===== src/rtl/upd_coh_pkg.sv =====
package upd_coh_pkg;

   localparam int ST_W = 3;

   typedef enum logic [2:0] {
      LS_INV   = 3'd0,
      LS_EXCL  = 3'd1,
      LS_SHCLN = 3'd2,
      LS_SHMOD = 3'd3,
      LS_MOD   = 3'd4
   } line_st_e;

   typedef enum logic [1:0] {
      CMD_NONE   = 2'd0,
      CMD_READ   = 2'd1,
      CMD_UPDATE = 2'd2,
      CMD_FLUSH  = 2'd3
   } bus_cmd_e;

   typedef enum logic {
      PH_IDLE = 1'b0,
      PH_BUS  = 1'b1
   } ctrl_ph_e;

   function automatic logic is_dirty(line_st_e s);
      return (s == LS_SHMOD) || (s == LS_MOD);
   endfunction

endpackage


===== src/rtl/upd_line_array.sv =====
module upd_line_array
   import upd_coh_pkg::*;
#(
   parameter int LINES  = 2,
   parameter int TAG_W  = 3,
   parameter int DATA_W = 8
) (
   input  logic                     clk,
   input  logic                     rst_n,
   input  logic [$clog2(LINES)-1:0] rd_a_idx,
   output line_st_e                 rd_a_st,
   output logic [TAG_W-1:0]         rd_a_tag,
   output logic [DATA_W-1:0]        rd_a_data,
   input  logic [$clog2(LINES)-1:0] rd_b_idx,
   output line_st_e                 rd_b_st,
   output logic [TAG_W-1:0]         rd_b_tag,
   output logic [DATA_W-1:0]        rd_b_data,
   input  logic                     l_we,
   input  logic [$clog2(LINES)-1:0] l_idx,
   input  line_st_e                 l_st,
   input  logic [TAG_W-1:0]         l_tag,
   input  logic                     l_data_we,
   input  logic [DATA_W-1:0]        l_data,
   input  logic                     s_we,
   input  logic [$clog2(LINES)-1:0] s_idx,
   input  line_st_e                 s_st,
   input  logic                     s_data_we,
   input  logic [DATA_W-1:0]        s_data,
   output logic [LINES*ST_W-1:0]    st_flat_o,
   output logic [LINES*TAG_W-1:0]   tag_flat_o
);
   localparam int IDX_W = $clog2(LINES);

   logic [LINES*DATA_W-1:0] data_flat;

   for (genvar g = 0; g < LINES; g++) begin : g_line
      line_st_e           st_q;
      logic [TAG_W-1:0]   tag_q;
      logic [DATA_W-1:0]  data_q;

      always_ff @(posedge clk or negedge rst_n) begin
         if (!rst_n) begin
            st_q   <= LS_INV;
            tag_q  <= '0;
            data_q <= '0;
         end else if (l_we && (l_idx == IDX_W'(g))) begin
            st_q  <= l_st;
            tag_q <= l_tag;
            if (l_data_we) data_q <= l_data;
         end else if (s_we && (s_idx == IDX_W'(g))) begin
            st_q <= s_st;
            if (s_data_we) data_q <= s_data;
         end
      end

      assign st_flat_o[g*ST_W +: ST_W]     = st_q;
      assign tag_flat_o[g*TAG_W +: TAG_W]  = tag_q;
      assign data_flat[g*DATA_W +: DATA_W] = data_q;
   end

   assign rd_a_st   = line_st_e'(st_flat_o[int'(rd_a_idx)*ST_W +: ST_W]);
   assign rd_a_tag  = tag_flat_o[int'(rd_a_idx)*TAG_W +: TAG_W];
   assign rd_a_data = data_flat[int'(rd_a_idx)*DATA_W +: DATA_W];
   assign rd_b_st   = line_st_e'(st_flat_o[int'(rd_b_idx)*ST_W +: ST_W]);
   assign rd_b_tag  = tag_flat_o[int'(rd_b_idx)*TAG_W +: TAG_W];
   assign rd_b_data = data_flat[int'(rd_b_idx)*DATA_W +: DATA_W];

endmodule


===== src/rtl/upd_snoop_resp.sv =====
module upd_snoop_resp
   import upd_coh_pkg::*;
#(
   parameter int TAG_W  = 3,
   parameter int DATA_W = 8
) (
   input  bus_cmd_e             cmd,
   input  logic [TAG_W-1:0]     snp_tag,
   input  logic [DATA_W-1:0]    snp_data,
   input  line_st_e             st,
   input  logic [TAG_W-1:0]     tag,
   input  logic [DATA_W-1:0]    data,
   output logic                 shared_o,
   output logic                 flush_o,
   output logic [DATA_W-1:0]    flush_data_o,
   output logic                 upd_we,
   output line_st_e             upd_st,
   output logic                 upd_data_we,
   output logic [DATA_W-1:0]    upd_data
);
   logic holds;

   assign holds        = (st != LS_INV) && (tag == snp_tag);
   assign flush_data_o = data;
   assign upd_data     = snp_data;

   always_comb begin
      shared_o    = 1'b0;
      flush_o     = 1'b0;
      upd_we      = 1'b0;
      upd_st      = st;
      upd_data_we = 1'b0;
      if (holds) begin
         unique case (cmd)
            CMD_READ: begin
               shared_o = 1'b1;
               if (is_dirty(st)) begin
                  flush_o = 1'b1;
                  upd_we  = 1'b1;
                  upd_st  = LS_SHMOD;
               end else if (st == LS_EXCL) begin
                  upd_we = 1'b1;
                  upd_st = LS_SHCLN;
               end
            end
            CMD_UPDATE: begin
               shared_o    = 1'b1;
               upd_we      = 1'b1;
               upd_data_we = 1'b1;
               if (st == LS_SHMOD) upd_st = LS_SHCLN;
            end
            default: ;
         endcase
      end
   end

endmodule


===== src/rtl/upd_coh_ctrl.sv =====
module upd_coh_ctrl
   import upd_coh_pkg::*;
#(
   parameter int LINES  = 2,
   parameter int ADDR_W = 4,
   parameter int DATA_W = 8
) (
   input  logic                          clk,
   input  logic                          rst_n,
   input  logic                          proc_valid_i,
   input  logic                          proc_we_i,
   input  logic [ADDR_W-1:0]             proc_addr_i,
   input  logic [DATA_W-1:0]             proc_wdata_i,
   output logic                          proc_done_o,
   output logic [DATA_W-1:0]             proc_rdata_o,
   output logic                          bus_req_o,
   input  logic                          bus_gnt_i,
   output logic [1:0]                    bus_cmd_o,
   output logic [ADDR_W-1:0]             bus_addr_o,
   output logic [DATA_W-1:0]             bus_wdata_o,
   input  logic [DATA_W-1:0]             bus_rdata_i,
   input  logic                          shared_i,
   input  logic [1:0]                    snoop_cmd_i,
   input  logic [ADDR_W-1:0]             snoop_addr_i,
   input  logic [DATA_W-1:0]             snoop_data_i,
   output logic                          shared_o,
   output logic                          flush_o,
   output logic [DATA_W-1:0]             flush_data_o,
   output logic [LINES*3-1:0]            line_state_o,
   output logic [LINES*(ADDR_W-$clog2(LINES))-1:0] line_tag_o
);
   localparam int IDX_W = $clog2(LINES);
   localparam int TAG_W = ADDR_W - IDX_W;

   if (LINES < 2 || (1 << IDX_W) != LINES) begin : g_bad_lines
      $error("LINES must be a power of two of at least 2");
   end
   if (TAG_W < 1) begin : g_bad_addr
      $error("ADDR_W must exceed the index width");
   end

   logic [IDX_W-1:0]  req_idx, snp_idx;
   logic [TAG_W-1:0]  req_tag, snp_tag;
   line_st_e          st_a, st_b, l_st, s_st;
   logic [TAG_W-1:0]  tag_a, tag_b, l_tag;
   logic [DATA_W-1:0] data_a, data_b, l_data, s_data;
   logic              l_we, l_data_we, s_we, s_data_we;
   bus_cmd_e          snp_cmd, op_q;
   ctrl_ph_e          ph_q;
   logic              done_q;
   logic [DATA_W-1:0] rdata_q;
   logic              hit, snoop_clash, accept, granted, fast_write;

   assign req_idx = proc_addr_i[IDX_W-1:0];
   assign req_tag = proc_addr_i[ADDR_W-1:IDX_W];
   assign snp_idx = snoop_addr_i[IDX_W-1:0];
   assign snp_tag = snoop_addr_i[ADDR_W-1:IDX_W];
   assign snp_cmd = bus_cmd_e'(snoop_cmd_i);

   upd_line_array #(.LINES(LINES), .TAG_W(TAG_W), .DATA_W(DATA_W)) u_store (
      .clk        (clk),
      .rst_n      (rst_n),
      .rd_a_idx   (req_idx),
      .rd_a_st    (st_a),
      .rd_a_tag   (tag_a),
      .rd_a_data  (data_a),
      .rd_b_idx   (snp_idx),
      .rd_b_st    (st_b),
      .rd_b_tag   (tag_b),
      .rd_b_data  (data_b),
      .l_we       (l_we),
      .l_idx      (req_idx),
      .l_st       (l_st),
      .l_tag      (l_tag),
      .l_data_we  (l_data_we),
      .l_data     (l_data),
      .s_we       (s_we),
      .s_idx      (snp_idx),
      .s_st       (s_st),
      .s_data_we  (s_data_we),
      .s_data     (s_data),
      .st_flat_o  (line_state_o),
      .tag_flat_o (line_tag_o)
   );

   upd_snoop_resp #(.TAG_W(TAG_W), .DATA_W(DATA_W)) u_snoop (
      .cmd          (snp_cmd),
      .snp_tag      (snp_tag),
      .snp_data     (snoop_data_i),
      .st           (st_b),
      .tag          (tag_b),
      .data         (data_b),
      .shared_o     (shared_o),
      .flush_o      (flush_o),
      .flush_data_o (flush_data_o),
      .upd_we       (s_we),
      .upd_st       (s_st),
      .upd_data_we  (s_data_we),
      .upd_data     (s_data)
   );

   assign hit         = (st_a != LS_INV) && (tag_a == req_tag);
   assign snoop_clash = (snp_cmd != CMD_NONE) && (snp_idx == req_idx);
   assign accept      = (ph_q == PH_IDLE) && proc_valid_i && !done_q && !snoop_clash;
   assign granted     = (ph_q == PH_BUS) && bus_gnt_i;
   assign fast_write  = hit && proc_we_i && ((st_a == LS_EXCL) || (st_a == LS_MOD));

   always_comb begin
      l_we      = 1'b0;
      l_st      = st_a;
      l_tag     = tag_a;
      l_data    = proc_wdata_i;
      l_data_we = 1'b0;
      if (accept && fast_write) begin
         l_we      = 1'b1;
         l_st      = LS_MOD;
         l_data_we = 1'b1;
      end else if (granted) begin
         l_we = 1'b1;
         unique case (op_q)
            CMD_FLUSH:  l_st = LS_INV;
            CMD_READ: begin
               l_st      = shared_i ? LS_SHCLN : LS_EXCL;
               l_tag     = req_tag;
               l_data    = bus_rdata_i;
               l_data_we = 1'b1;
            end
            CMD_UPDATE: begin
               l_st      = shared_i ? LS_SHMOD : LS_MOD;
               l_data_we = 1'b1;
            end
            default: l_we = 1'b0;
         endcase
      end
   end

   assign bus_req_o    = (ph_q == PH_BUS);
   assign bus_cmd_o    = granted ? op_q : CMD_NONE;
   assign bus_addr_o   = (op_q == CMD_FLUSH) ? {tag_a, req_idx} : proc_addr_i;
   assign bus_wdata_o  = (op_q == CMD_FLUSH) ? data_a : proc_wdata_i;
   assign proc_done_o  = done_q;
   assign proc_rdata_o = rdata_q;

   always_ff @(posedge clk or negedge rst_n) begin
      if (!rst_n) begin
         ph_q    <= PH_IDLE;
         op_q    <= CMD_NONE;
         done_q  <= 1'b0;
         rdata_q <= '0;
      end else begin
         done_q <= 1'b0;
         if (accept) begin
            if (hit && !proc_we_i) begin
               done_q  <= 1'b1;
               rdata_q <= data_a;
            end else if (fast_write) begin
               done_q <= 1'b1;
            end else if (hit) begin
               ph_q <= PH_BUS;
               op_q <= CMD_UPDATE;
            end else begin
               ph_q <= PH_BUS;
               op_q <= is_dirty(st_a) ? CMD_FLUSH : CMD_READ;
            end
         end else if (granted) begin
            unique case (op_q)
               CMD_FLUSH:  op_q <= CMD_READ;
               CMD_READ:   ph_q <= PH_IDLE;
               CMD_UPDATE: begin
                  ph_q   <= PH_IDLE;
                  done_q <= 1'b1;
               end
               default:    ph_q <= PH_IDLE;
            endcase
         end
      end
   end

endmodule


===== config.mk =====
export PLATFORM = sky130hd
export DESIGN_NAME = upd_coh_ctrl
export DESIGN_NICKNAME = d
export VERILOG_FILES = /design/src/rtl/upd_coh_pkg.sv /design/src/rtl/upd_line_array.sv /design/src/rtl/upd_snoop_resp.sv /design/src/rtl/upd_coh_ctrl.sv
export SDC_FILE = /design/constraint.sdc
export NUM_CORES = 1
export LEC_CHECK = 0
export BUFFER_PORTS_ARGS = -buffer_cell sky130_fd_sc_hd__buf_4
export CAP_MARGIN = 10
export CELL_PAD_IN_SITES_DETAIL_PLACEMENT = 0
export CELL_PAD_IN_SITES_GLOBAL_PLACEMENT = 1
export CORE_UTILIZATION = 43
export DETAILED_ROUTE_END_ITERATION = 12
export GPL_TIMING_DRIVEN = 0
export PLACE_DENSITY = 0.95
export SYNTH_ARGS = -nofsm -noshare
export SYNTH_HDL_FRONTEND = slang
export SYNTH_SLANG_ARGS = --single-unit

===== constraint.sdc =====
create_clock -name clk -period 4.7 [get_ports clk]
set_input_delay 0.47 -clock clk [delete_from_list [all_inputs] [get_ports clk]]
set_output_delay 0.47 -clock clk [all_outputs]
set_load 0.01 [all_outputs]

==> impl_metrics.tcl, run 1 <==
set metrics [dict create \
    post-cts-setup-buffers 0 \
    cp.required_ns 4.23 \
    yosysTopAreaCellShare_pct 34.3 \
    ff2ff_path_depth 8 \
    finalHoldViolCount 0 \
    fmax_mhz 384 \
    clock_latency_ns 0.31 \
    grt-ovfl-total 0 \
    die-area_um2 7120 \
    vdd_drop_max_uv 285 \
    drt_iter0_drc 197 \
    dr.pass1.iters 11 \
    cts_max_path_buffers 2 \
    syn_inst 292 \
    rsz0062_at_grt "no" \
    routed-via-count 2633 \
    wirelength_um 7820 \
    synth_area_leaders "dfrtp_1 (34%), mux2_2 (15%), mux2i_1 (9.3%)" \
    slew_viol_final 0 \
    whs_ns 0.120 \
    cts_inserted_buffers 5 \
    antennaDiodeCount 0 \
    worstMarginPinSlew_ns 0.629 \
    coreArea_um2 6460 \
    wl_met1_um 3510 \
    outcome "finished, violations left" \
    wl_met3_um 498 \
    finalSetupViolations 0 \
    grt_pass1_vias 2559 \
    async_reset_ff_share_pct 100 \
    ys.flop_type "dfrtp_1" \
    pre_cts_ws_ns 1.91 \
    wl_per_cell_um 17.0 \
    ys_seq_elements 40 \
    endpoint_kind "output port" \
    p_leak_nw 1.80 \
    gp_congestion 0.846 \
    hold_class "in -> async" \
    yosysSeqAreaShare_pct 34.3 \
    grt_first_pass_wirelength_um 12800 \
    synth_edf_count 0 \
    cp-start-kind "input pin" \
    drc 1 \
    place_hpwl_um 5870 \
    wl_met2_um 3670 \
    clock-sinks 40 \
    syn_avg_cell_area_um2 10.0 \
    boundaryPins 86 \
    crit_arrival_ns 2.13 \
    max-slew-margin-rel_pct 58.1 \
    die_w_um 84.4 \
    top_layer_used "met4" \
    instances_no_fill 461 \
    avgViaCountPerCell 5.71 \
    placed_cells_incl_taps 453 \
    fp.dieH_um 84.4 \
    period_minus_slack_ns 2.60 \
    layout_setup_ws_ns 2.10 \
    rows 29 \
    synth_warnings 0 \
    ant_nets 0 \
    grt_usage_pct 22.8 \
    syn-cell-area_um2 2920 \
    crit_type "in -> out" \
    cts_hold_buf 0 \
    cts_tree "built" \
    drive_above_1_share_pct 40.6 \
    fin_tns_setup_ns 0 \
    violations "DRC" \
    antenna_found_initial 0 \
    p_per_area_nw_per_um2 526 \
    fin_skew_ns 0.0131 \
    start_util_pct 45.2 \
    syn_nets 340 \
    finalCritPeriodShare_pct 55.4 \
    synth_top_cell_by_area "dfrtp_1" \
    h-tree-depth 2 \
    ys_types 56 \
    critPathMaxFanout 10 \
    clk_pin_slew_ns 0.09 \
    cts-root-buf "clkbuf_8" \
    max_cap_viol_count 0 \
    grt_max_degree 41 \
    ctsResizeCount 0 \
    layout.nets 431 \
    port_buffers 84 \
    areaGrowthSynthToFinish_pct 28.9 \
]
[cell type report]
class                           instances  area, um2
Clock inverter                          3       47.5
Inverter                                7       26.3
Fill cell                             574       2700
Clock buffer                            5       68.8
Tap cell                               77       96.3
Buffer                                 15       92.6
Timing Repair Buffer                   84        631
Sequential cell                        40       1000
Multi-Input combinational cell        230       1800
[critical path, stage by stage]
cell and delay [ns]:
buf_2 0.18, buf_1 0.41, buf_2 0.44, mux2i_1 0.33, a21oi_1 0.12, buf_4 0.17
[Yosys cell counts, types with 2 or more instances]
master	n
dfrtp_1	40
mux2_2	38
nor2_1	31
a21oi_1	28
mux2i_1	27
nand2_1	12
a2bb2oi_1	8
ha_1	8
o21ai_0	8
o22ai_1	8
inv_1	7
xnor2_1	6
nand3_1	5
buf_2	4
clkbuf_1	4
xor2_1	4
buf_6	3
mux2_1	3
nor3_1	3
a31oi_1	2
and2_1	2
buf_4	2
nand2_2	2
nor3b_1	2
o2111ai_1	2
o211ai_1	2
or2_2	2
[registers in the layout (all words and copies together), names as in the netlist]
register and cells:
bus_req_o 1, op_q 2, proc_done_o 1, proc_rdata_o 8, u_store.g_line.data_q 16, u_store.g_line.st_q 6, u_store.g_line.tag_q 6
[per-layer routing]
layer  track usage, %  up-vias
met5                0        -
met2             36.4      110
met3             4.33       13
li1                 -     1253
met1             31.1     1257
met4             8.01        0
[cell usage in the layout, fill, tap and decap left out, types with 3 or more instances in the layout]
master / n
nand3_1: 5
xor2_1: 4
a21oi_1: 28
clkbuf_8: 5
ha_1: 8
nor2_1: 31
mux2_2: 38
o21ai_0: 8
o22ai_1: 8
nor3_1: 3
buf_4: 86
nand2_1: 12
buf_6: 3
a2bb2oi_1: 8
mux2_1: 3
clkbuf_1: 4
buf_2: 4
xnor2_1: 6
mux2i_1: 27
inv_1: 7
dfrtp_1: 40
[stage by stage]
| step | total power, mW | cell area (um2) | utilization, % |
|---|---|---|---|
| finish | 1.98 | 3760 | 58.3 |
| CTS | 1.99 | 3760 | 58.3 |
| floorplan | 1.24 | 2920 | - |
| global route | 2.11 | 3760 | 58.3 |
| global placement | 1.66 | 3650 | 56.5 |
| detailed placement | 1.69 | 3650 | 56.5 |
[final timing paths]
| kind | startpoint | end | slack (ns) |
|---|---|---|---|
| worst max-delay path | proc_addr_i[0] | bus_wdata_o[7] | 2.10 |
| worst min register to register | u_store.g_line[0].data_q[1]$_DFFE_PN0P_ | u_store.g_line[0].data_q[1]$_DFFE_PN0P_ | 0.53 |
| max in group asynchronous | rst_n | u_store.g_line[1].tag_q[1]$_DFFE_PN0P_ | 4.20 |
| min in group clk | proc_addr_i[3] | u_store.g_line[1].tag_q[2]$_DFFE_PN0P_ | 0.43 |
| worst max register to register | bus_req_o$_DFFE_PN0P_ | u_store.g_line[0].data_q[3]$_DFFE_PN0P_ | 2.13 |
| worst min-delay path | rst_n | proc_rdata_o[6]$_DFFE_PN0P_ | 0.12 |
[logic make-up (layout without fill, tap and decap cells)]
group           Yosys count  after routing  synth area share, %
simple gates             71             71                 13.0
xor+xnor                 10             10                 3.00
fa+ha+maj                 8              8                 3.43
flops                    40             40                 34.3
buf+inv                  22            114                 4.07
compound gates           73             73                 17.1
mux                      68             68                 25.1
[power by group]
part,internal (mW),switching (mW),total [mW]
clock network,0.160,0.137,0.297
registers,0.478,0.127,0.605
logic,0.536,0.541,1.08
Note: power is estimated with default switching activity, not from simulation.
==> run 2: changes to the inputs <==
- CORE_UTILIZATION: 43 -> 39
- PLACE_DENSITY: 0.95 -> 0.88
- clock period: 4.7 -> 2.65 ns (I/O delays scaled with it)
==> impl_metrics.tcl, run 2 (synthesis results as in run 1) <==
set metrics [dict create \
    cts_max_path_buffers 2 \
    clock-sinks 40 \
    layout.nets 432 \
    port_buffers 84 \
    crit_chain "nor2_1, o211ai_2, a21oi_2, a21boi_2, nor2_2, buf_4, mux2_2, mux2_2" \
    finalHoldViolCount 0 \
    grt-ovfl-total 0 \
    p_seq_share_pct 30.2 \
    cts_tree "built" \
    cts_inserted_buffers 5 \
    path_depth 8 \
    final_common_cell "buf_4" \
    routed-via-count 2615 \
    grt_pass1_vias 2493 \
    finalSetupViolations 0 \
    fmax_mhz 398 \
    areaGrowthSynthToFinish_pct 30.5 \
    drc 0 \
    clock_latency_ns 0.30 \
    die_w_um 88.5 \
    cp-start-kind "register" \
    p_leak_nw 1.80 \
    largest-register "u_store.g_line.data_q" \
    timing.critical_path.buf_inv 1 \
    p_per_area_nw_per_um2 931 \
    slowest_stage "dfrtp_1" \
    critPathMaxFanout 10 \
    drive_above_1_share_pct 40.8 \
    endpoint_kind "register" \
    fp.dieH_um 88.5 \
    boundaryPins 86 \
    wl_per_cell_um 16.4 \
    drt_iter0_drc 166 \
    avgViaCountPerCell 5.40 \
    cts-root-buf "clkbuf_8" \
    crit_path_frequent_cell "mux2_2" \
    largest_reg_flops 16 \
    cp.required_ns 2.84 \
    p_clk_share_pct 15.4 \
    antennaDiodeCount 0 \
    period_minus_slack_ns 2.51 \
    switching_power_mw 1.44 \
    whs_path_depth 2 \
    slew_viol_final 0 \
    grt_first_pass_wirelength_um 12600 \
    worstMarginPinSlew_ns 0.627 \
    hold_class "in -> reg" \
    clk_pin_slew_ns 0.09 \
    fin_tns_setup_ns 0 \
    cp_slowest_stage_delay_ns 0.45 \
    max-slew-margin-rel_pct 58.1 \
    switching_share_pct 40.6 \
    antenna_found_initial 0 \
    ant_nets 0 \
    p_int_mw 2.11 \
    outcome "complete, no violations" \
    mostFrequentLayoutCells "buf_4 (86), dfrtp_1 (40), mux2_2 (38)" \
    grt_max_degree 41 \
    die-area_um2 7830 \
    rows 31 \
    crit_type "reg -> reg" \
    finalCritPeriodShare_pct 94.9 \
    final_util_pct 52.5 \
    coreArea_um2 7250 \
    path_delay_family "multiplexers" \
    ff2ff_path_depth 8 \
    dr.pass1.iters 4 \
    rsz0062_at_grt "no" \
    start_util_pct 40.2 \
    place_hpwl_um 6030 \
    fin_skew_ns 0.0122 \
    max_cap_viol_count 0 \
    fill_cells 693 \
    gp_congestion 0.857 \
    wirelength_um 7940 \
    p_comb_share_pct 54.5 \
    crit_arrival_ns 2.71 \
    vdd_drop_max_uv 493 \
    h-tree-depth 2 \
    whs_ns 0.243 \
    grt_usage_pct 21.2 \
]
run 2: worst reg2reg max path, cell delays in order, from the launching register on:
cell and delay, ns:
dfrtp_1 0.45, nor2_1 0.25, o211ai_2 0.23, a21oi_2 0.25
a21boi_2 0.11, nor2_2 0.24, buf_4 0.27, mux2_2 0.36
mux2_2 0.26
run 2: through the flow:
stage	power (mW)	area, um2	setup WS, ns	std cells
global placement	2.97	3670	0.0987	475
detailed placement	3.00	3670	0.0528	475
global route	3.79	3810	0.0187	484
finish	3.55	3810	0.135	484
CTS	3.55	3800	0.0336	484
floorplan	2.20	2920	0.398	292
run 2: final timing paths:
path	from	endpoint	slack, ns
min in group asynchronous	rst_n	proc_rdata_o[7]$_DFFE_PN0P_	0.47
max reg2reg	bus_req_o$_DFFE_PN0P_	u_store.g_line[0].data_q[6]$_DFFE_PN0P_	0.14
min	proc_addr_i[2]	u_store.g_line[0].tag_q[1]$_DFFE_PN0P_	0.24
max in group asynchronous	rst_n	u_store.g_line[1].tag_q[2]$_DFFE_PN0P_	1.79
min reg2reg	u_store.g_line[0].data_q[1]$_DFFE_PN0P_	u_store.g_line[0].data_q[1]$_DFFE_PN0P_	0.51
max	bus_req_o$_DFFE_PN0P_	u_store.g_line[0].data_q[6]$_DFFE_PN0P_	0.14
run 2: repair_timing:
action | in CTS | in global routing
gates resized for setup | 0 | 1
endpoints found under the setup margin | 0 | 5
hold buffers | 1 | 0
buffers inserted | 0 | 0
endpoints found under the hold margin | 40 | 0
run 2: metal layers:
metal | global-route usage [%] | vias up | share of wire (%)
met1 | 29.6 | 1268 | 47
met2 | 33.8 | 77 | 47
li1 | - | 1258 | -
met3 | 3.73 | 12 | 5.1
met5 | 0 | - | 0
met4 | 5.57 | 0 | 1.6
run 2: layout make-up:
type                       count  area (um2)  share of cell area [%]
timing repair buffer          85         641                    16.8
buffer                        15        92.6                    2.43
sequential                    40        1000                    26.3
clock buffer                   6        82.6                    2.17
tap                           99         124                    3.25
clock inverter                 2        38.8                    1.02
inverter                       7        26.3                   0.690
multi-input combinational    230        1800                    47.3
run 2: power groups by stage:
stage	Combinational, mW	Clock (mW)	Sequential [mW]
3_5_place_dp	1.92	0	1.08
3_3_place_gp	1.90	0	1.07
6_report	1.93	0.546	1.07
5_1_grt	2.11	0.576	1.11
4_1_cts	1.94	0.547	1.07
2_1_floorplan	1.13	0	1.07
==> run 3: changes to the inputs <==
- GPL_TIMING_DRIVEN: 0 -> unset
- PLACE_DENSITY: 0.88 -> 0.81
==> impl_metrics.tcl, run 3 (synthesis results as in run 1) <==
set metrics [dict create \
    grt-ovfl-total 0 \
    worstMarginPinSlew_ns 0.528 \
    fmax_mhz 420 \
    finalHoldViolCount 0 \
    worstReg2RegStart "bus_req_o$_DFFE_PN0P_" \
    worstHoldStart "proc_addr_i[1]" \
    ff2ff_setup_slack_ns 0.27 \
    startpoint "bus_req_o$_DFFE_PN0P_" \
    finalCritPeriodShare_pct 89.8 \
    ctsResizeCount 0 \
    drc 0 \
    hold_class "in -> reg" \
    clock-sinks 40 \
    gp_congestion 0.806 \
    regArea_um2 1000 \
    total_power_mw 3.51 \
    drt_iter0_drc 110 \
    vdd_drop_max_uv 390 \
    period_minus_slack_ns 2.38 \
    finalSetupViolations 0 \
    grt_first_pass_wirelength_um 12600 \
    wl_per_cell_um 16.2 \
    cp.required_ns 2.84 \
    clk_pin_slew_ns 0.08 \
    r2r-end "u_store.g_line[0].data_q[1]$_DFFE_PN0P_" \
    fill_cells 680 \
    max_cap_viol_count 0 \
    fin_skew_ns 0.0109 \
    ant_nets 0 \
    p_leak_nw 1.81 \
    cts_max_path_buffers 2 \
    cts_inserted_buffers 5 \
    port_buffers 85 \
    slew_viol_final 0 \
    clock_latency_ns 0.31 \
    critPathMaxFanout 9 \
    p_per_area_nw_per_um2 923 \
    multiInputGateArea_um2 1800 \
    rows 31 \
    fin_tns_setup_ns 0 \
    grt_max_degree 41 \
    layout.nets 430 \
    place_hpwl_um 5920 \
    grt_pass1_vias 2476 \
    wirelength_um 7810 \
    largest-register "u_store.g_line.data_q" \
    largest_reg_flops 16 \
    cp-start-kind "register" \
    max-slew-margin-rel_pct 64.8 \
    drive_above_1_share_pct 41.5 \
    dr.pass1.iters 4 \
    h-tree-depth 2 \
    critical_path.endpoint "u_store.g_line[0].data_q[1]$_DFFE_PN0P_" \
    avgViaCountPerCell 5.27 \
    final_common_cell "buf_4" \
    endpoint_kind "register" \
    die_w_um 88.5 \
    ff2ff_path_depth 8 \
    routed-via-count 2542 \
    areaGrowthSynthToFinish_pct 30.3 \
    fp.dieH_um 88.5 \
    coreArea_um2 7250 \
    crit_type "reg -> reg" \
    outcome "complete, no violations" \
    rsz0062_at_grt "no" \
    cts_tree "built" \
    start_util_pct 40.2 \
    die-area_um2 7830 \
    cts-root-buf "clkbuf_8" \
    grt_usage_pct 21.4 \
    antennaDiodeCount 0 \
    mostFrequentLayoutCells "buf_4 (97), dfrtp_1 (40), mux2_2 (38)" \
    antenna_found_initial 0 \
    crit_arrival_ns 2.57 \
    boundaryPins 86 \
]
==> run 3: worst min-delay path by stage <==
stage,end,slack [ns],cells after the start
6_report,u_store.g_line[0].tag_q[0]$_DFFE_PN0P_,0.23,2
5_1_grt,u_store.g_line[0].tag_q[0]$_DFFE_PN0P_,0.23,2
4_1_cts,u_store.g_line[1].tag_q[0]$_DFFE_PN0P_,0.22,2
3_5_place_dp,proc_rdata_o[5]$_DFFE_PN0P_,0.29,1
3_3_place_gp,proc_rdata_o[5]$_DFFE_PN0P_,0.28,1
2_1_floorplan,bus_req_o$_DFFE_PN0P_,-0.03,0
==> run 3: routing by layer <==
layer | global-route usage (%) | vias to the layer above | part of all wire (%)
met2 | 35.8 | 58 | 48
met1 | 29.0 | 1229 | 47
met5 | 0 | - | 0
met3 | 3.64 | 7 | 3.9
met4 | 5.13 | 0 | 1.3
li1 | - | 1248 | -
==> run 3: what timing repair did <==
item / CTS / global route
hold buffers: 1 / 0
setup buffers: 0 / 0
hold endpoints to repair: 40 / 0
==> run 3: worst max-delay path, cell delays in order, from the launching register on <==
cell      delay (ns)
dfrtp_1         0.44
nor2_1          0.20
o211ai_2        0.18
a21oi_1         0.33
a21boi_2        0.14
nor2_2          0.13
buf_4           0.19
mux2_2          0.35
mux2_1          0.29
==> run 3: power by group <==
group | internal, mW | total, mW | leakage [nW] | switching [mW]
Clock | 0.284 | 0.530 | 0.0583 | 0.246
Sequential | 0.847 | 1.09 | 0.507 | 0.245
Combinational | 0.965 | 1.89 | 1.24 | 0.925
Total | 2.10 | 3.51 | 1.81 | 1.42
==> run 3: layout make-up <==
cell class / instances / share of cell area (%)
multi-input combinational: 230 / 47.3
sequential: 40 / 26.3
clock inverter: 3 / 1.25
clock buffer: 5 / 1.81
tap: 99 / 3.26
timing repair buffer: 98 / 19.4
inverter: 7 / 0.691
==> run 3: metrics by stage <==
stage	util, %	instances	setup slack [ns]	hold slack [ns]	cell area (um2)
after global routing	52.5	482	0.0428	0.228	3800
after CTS	52.5	482	0.260	0.223	3800
after floorplan	-	292	0.398	-0.0306	2920
final	52.5	482	0.270	0.229	3800
after global placement	50.7	473	0.259	0.280	3680
after detailed placement	50.7	473	0.186	0.288	3680
